`src/rtl/xcvr_pkg.sv`:
```
package xcvr_pkg;
   // How the output tracks an open storage element
   typedef enum logic {
      FOLLOW_SAMPLED = 1'b0,   // output lags the input by one clock
      FOLLOW_BYPASS  = 1'b1    // output follows the input combinationally
   } follow_e;
endpackage

```
`src/rtl/xcvr_store.sv`:
```
module xcvr_store
   import xcvr_pkg::*;
#(
   parameter int      WIDTH = 8,
   parameter follow_e MODE  = FOLLOW_SAMPLED
) (
   input  logic             clk,
   input  logic             rst,
   input  logic             open_i,
   input  logic [WIDTH-1:0] din_i,
   output logic [WIDTH-1:0] q_o
);
   localparam logic [WIDTH-1:0] CLEAR = '0;

   if (WIDTH < 1) begin : g_bad_width
      $error("xcvr_store: WIDTH must be at least 1");
   end

   logic [WIDTH-1:0] held;

   always_ff @(posedge clk) begin
      if (rst)         held <= CLEAR;
      else if (open_i) held <= din_i;
   end

   if (MODE == FOLLOW_BYPASS) begin : g_bypass
      assign q_o = open_i ? din_i : held;
   end else begin : g_sampled
      assign q_o = held;
   end

   // an open element picks up the input at the edge
   p_load_open_r2: assert property (@(posedge clk) disable iff (rst)
      open_i |=> (held == $past(din_i)));

   // a closed element keeps its contents
   p_hold_closed_r3: assert property (@(posedge clk) disable iff (rst)
      !open_i |=> $stable(held));
endmodule

```
`src/rtl/xcvr_dir_path.sv`:
```
module xcvr_dir_path
   import xcvr_pkg::*;
#(
   parameter int      WIDTH = 8,
   parameter follow_e MODE  = FOLLOW_SAMPLED
) (
   input  logic             clk,
   input  logic             rst,
   input  logic             chip_en_n,
   input  logic             latch_en_n,
   input  logic             out_en_n,
   input  logic [WIDTH-1:0] din_i,
   output logic [WIDTH-1:0] dout_o,
   output logic             drive_o
);
   localparam logic [WIDTH-1:0] IDLE_VAL = '0;

   logic             open_w;
   logic [WIDTH-1:0] stored_w;

   assign open_w  = ~chip_en_n & ~latch_en_n;
   assign drive_o = ~chip_en_n & ~out_en_n;

   xcvr_store #(.WIDTH(WIDTH), .MODE(MODE)) store_i (
      .clk    (clk),
      .rst    (rst),
      .open_i (open_w),
      .din_i  (din_i),
      .q_o    (stored_w)
   );

   assign dout_o = drive_o ? stored_w : IDLE_VAL;

   // driving implies the chip enable is active
   p_drive_needs_ce_r5: assert property (@(posedge clk) disable iff (rst)
      drive_o |-> !chip_en_n);

   // an undriven output carries no data
   p_quiet_off_r9: assert property (@(posedge clk) disable iff (rst)
      !drive_o |-> (dout_o == IDLE_VAL));
endmodule

```
`src/rtl/latched_xcvr.sv`:
```
module latched_xcvr
   import xcvr_pkg::*;
#(
   parameter int      WIDTH = 8,
   parameter follow_e MODE  = FOLLOW_SAMPLED
) (
   input  logic             clk,
   input  logic             rst,
   input  logic             ab_chip_en_n,
   input  logic             ab_latch_en_n,
   input  logic             ab_out_en_n,
   input  logic             ba_chip_en_n,
   input  logic             ba_latch_en_n,
   input  logic             ba_out_en_n,
   input  logic [WIDTH-1:0] a_i,
   output logic [WIDTH-1:0] a_o,
   output logic             a_oe,
   input  logic [WIDTH-1:0] b_i,
   output logic [WIDTH-1:0] b_o,
   output logic             b_oe,
   output logic             drive_clash
);
   localparam int N_DIR = 2;

   if (WIDTH < 1 || WIDTH > 1024) begin : g_bad_width
      $error("latched_xcvr: WIDTH out of range");
   end

   logic [N_DIR-1:0]            ce_n_w, le_n_w, oe_n_w, drv_w;
   logic [N_DIR-1:0][WIDTH-1:0] din_w, dout_w;

   // index 0: A to B, index 1: B to A
   assign ce_n_w = {ba_chip_en_n,  ab_chip_en_n};
   assign le_n_w = {ba_latch_en_n, ab_latch_en_n};
   assign oe_n_w = {ba_out_en_n,   ab_out_en_n};
   assign din_w  = {b_i, a_i};

   for (genvar d = 0; d < N_DIR; d++) begin : g_dir
      xcvr_dir_path #(.WIDTH(WIDTH), .MODE(MODE)) path_i (
         .clk        (clk),
         .rst        (rst),
         .chip_en_n  (ce_n_w[d]),
         .latch_en_n (le_n_w[d]),
         .out_en_n   (oe_n_w[d]),
         .din_i      (din_w[d]),
         .dout_o     (dout_w[d]),
         .drive_o    (drv_w[d])
      );
   end

   assign b_o         = dout_w[0];
   assign b_oe        = drv_w[0];
   assign a_o         = dout_w[1];
   assign a_oe        = drv_w[1];
   assign drive_clash = &drv_w;

   // the clash flag never rises while one side is silent
   p_clash_both_r8: assert property (@(posedge clk) disable iff (rst)
      drive_clash |-> (a_oe && b_oe));

   // B-to-A output is unaffected by A-side data when its controls are quiet
   p_ba_indep_r7: assert property (@(posedge clk) disable iff (rst)
      (ba_chip_en_n && $stable(ba_chip_en_n)) |-> (a_o == '0));
endmodule

```
`config.mk`:
```
export PLATFORM = sky130hd
export DESIGN_NAME = latched_xcvr
export DESIGN_NICKNAME = d
export VERILOG_FILES = /design/src/rtl/xcvr_pkg.sv /design/src/rtl/xcvr_store.sv /design/src/rtl/xcvr_dir_path.sv /design/src/rtl/latched_xcvr.sv
export SDC_FILE = /design/constraint.sdc
export NUM_CORES = 1
export LEC_CHECK = 0
export BUFFER_PORTS_ARGS = -buffer_cell sky130_fd_sc_hd__buf_4
export CORE_ASPECT_RATIO = 1.1
export CORE_UTILIZATION = 39
export DETAILED_ROUTE_END_ITERATION = 6
export GPL_TIMING_DRIVEN = 0
export PLACE_DENSITY = 0.73
export REMOVE_ABC_BUFFERS = 1
export SLEW_MARGIN = 20
export SYNTH_ARGS = -nofsm -noshare
export SYNTH_HDL_FRONTEND = slang
export SYNTH_HIERARCHICAL = 1
export SYNTH_SLANG_ARGS = --single-unit
```
`constraint.sdc`:
```
create_clock -name clk -period 0.9 [get_ports clk]
set_input_delay 0.18 -clock clk [delete_from_list [all_inputs] [get_ports clk]]
set_output_delay 0.18 -clock clk [all_outputs]
set_load 0.01 [all_outputs]
```
==> summary.txt <==
Run status
  • Status: finished with violations
  • Violated checks: setup timing

CTS
  • H-tree levels: 1
  • TritonCTS buffer count: 3
  • CTS tree: done
  • Clock tree buffer depth: 2
  • Worst-path clk slew: 100 ps
  • Root Buffer: clkbuf_4
  • Clk_lat worst skew: 290 ps
  • CTS Hold Bufs: 0
  • Clk sinks: 16

Power and ir drop
  • Clk pwr share: 0.321
  • Leakage: 0.517 nW
  • Tot Pwr: 1.53 mW
  • Sequential Power Share: 0.499
  • Switching Share: 0.251
  • Power Internal: 1.15 mW
  • Power Density: 1270 nW/um^2
  • Logic pwr share: 0.180
  • Psw: 384 uW
  • Maximum VDD drop: 970 uV

Timing
  • Max Clock Freq: 0.889 GHz
  • Slew Limit Fails: 0
  • Worst slew margin: 0.652
  • Worst hold slack: 111 ps
  • Skew final: 0 ps
  • Tightest Pin Transition: 522 ps
  • Final Hold Fails: 0
  • Final period util: 1.25
  • Setup Viol. Count Final: 19
  • Period minus WS final: 1120 ps
  • Worst setup margin: -224 ps
  • Setup_tns: -3130 ps
  • RSZ-0062 raised after global routing: yes

Yosys
  • Adder-cell share of the synthesized area: 0
  • Ys Warns: 6
  • Seq/Total Area, Yosys: 0.383
  • Area leader, netlist: dfxtp_1
  • Post-Synthesis Cell Area: 837 um^2
  • Xor/xnor cell area share of the yosys netlist: 0
  • Post-Synth Simple-Gate Area: 0.336
  • Yosys reg bits: 16
  • Main combinational cell family by area after synthesis: simple AND/OR/NAND/NOR gates
  • Mux cell area share after synthesis: 0.191
  • Post-synth top area share: 0.383
  • Synth Instances: 77
  • Largest cells by area after synthesis: dfxtp_1 38%, nor3b_2 24%, mux2i_1 19%
  • Synth unique cells: 7
  • Synth Area in Compound Gates: 0
  • Syn_area_per_cell: 10.9 um^2

Finish
  • Most common cell after layout, fill and taps aside: buf_4
  • Area Growth Syn to Fin: 43.8%
  • Final #Nets: 141
  • Layout Utilization: 0.596
  • Commonest non-fill, non-tap cells in the layout: 42 x buf_4, 17 x nor2_1, 16 x mux2i_1, 16 x dfxtp_2, 15 x nor3b_2
  • Largest register FFs: 16
  • Filler cells: 189
  • Post-route cell area: 1200 um^2
  • Fin cells: 144
  • Antenna cells: 0
  • Layout cells sized above 1: 0.707

Setup path
  • Crit path DAT: 940 ps
  • Worst reg-to-reg path cell count: 3
  • Crit-path max FO: 2
  • Worst setup SP type: flip-flop
  • CP required: 720 ps
  • Crit path kind: reg -> out
  • Worst setup EP type: output port

Die
  • I/O pin cnt: 43
  • Die Ht: 50.6 um
  • Die Span X: 46.2 um
  • Initial Utilization: 0.414
  • Die footprint: 2340 um^2
  • Total core area: 2020 um^2
  • FP Rows: 17

Flow run
  • Total of max-cap violations: 0

Drt
  • DRC violations left: 0
  • Avg Vias per Cell: 4.75
  • Routed WL per cell: 12.3 um
  • Detailed Route WL: 1770 um
  • First drt pass iteration count: 3
  • Via count: 684
  • Final ANT Viol Nets: 0
  • DRT iter0 DRCs: 3

GRT
  • Vias in the first global route: 717
  • Tot GR Track Use: 0.171
  • Largest net degree at the start of global routing: 17
  • First-pass GRT wire length: 2880 um
  • GRT overflow: 0
  • Initial antenna violation count: 0

Place
  • Placer Congestion: 0.666
  • DP HPWL: 1270 um
  • Port Buffers: 42
  • Placed Cells: 139
  • Dpl cell area: 1110 um^2
  • Pre-CTS setup slack: -599 ps

Min path
  • Hold depth: 3
  • Hold Crit Class: in -> reg
[metal layers]
metal  global-route usage  vias up  part of all wire
met5                    0        -                 0
met4               0.0882        0             0.018
met3               0.0576        3              0.11
met2                0.293       39              0.48
met1                0.175      308              0.39
li1                     -      334                 -
[kinds of logic (layout without fill, tap and decap cells)]
kind of cell | after synthesis | count (layout)
buf+inv | 8 | 47
simple gates | 37 | 37
flops | 16 | 16
mux | 16 | 16
[worst max-delay path, stage by stage, from the launching register on]
cell and delay [ps]:
dfxtp_2 340, nor3b_4 190, buf_6 120
[power groups by stage]
stage,sequential (mW),combinational (mW),clock (mW)
floorplan,0.768,0.105,0
global placement,0.772,0.258,0
finish,0.763,0.276,0.491
CTS,0.763,0.277,0.516
global route,0.769,0.300,0.538
detailed placement,0.773,0.264,0
[final cells by class]
| type | instances | area (um^2) | share of cell area |
|---|---|---|---|
| flip-flops and latches | 16 | 340 | 0.283 |
| clock buffers | 4 | 36.3 | 0.0301 |
| repair buffers | 43 | 327 | 0.271 |
| well taps | 28 | 35.0 | 0.0291 |
| multi-input cells | 53 | 465 | 0.387 |
[synth_stat cells]
master	instances
dfxtp_1	16
nor2_1	20
and2_1	1
mux2i_1	16
buf_6	6
nor3b_2	16
buf_1	2
[timing repair]
item | in CTS | in global routing
endpoints found under the hold margin | 0 | 0
endpoints found under the setup margin | 33 | 25
gates cloned | 0 | 0
gates resized for setup | 21 | 2
buffers inserted | 1 | 0
[path summary, 6_finish.rpt]
| check | slack, ps | to | startpoint |
|---|---|---|---|
| worst max-delay path | -220 | a_o[2] | g_dir[1].path_i/store_i/q_o[2] |
| worst min-delay path | 110 | g_dir[1].path_i/store_i/q_o[3] | b_i[3] |
| worst max register to register | 170 | g_dir[1].path_i/store_i/q_o[2] | g_dir[1].path_i/store_i/q_o[2] |
| worst min register to register | 490 | g_dir[1].path_i/store_i/q_o[3] | g_dir[1].path_i/store_i/q_o[3] |
No activity file was read; power rests on OpenSTA's default activity.
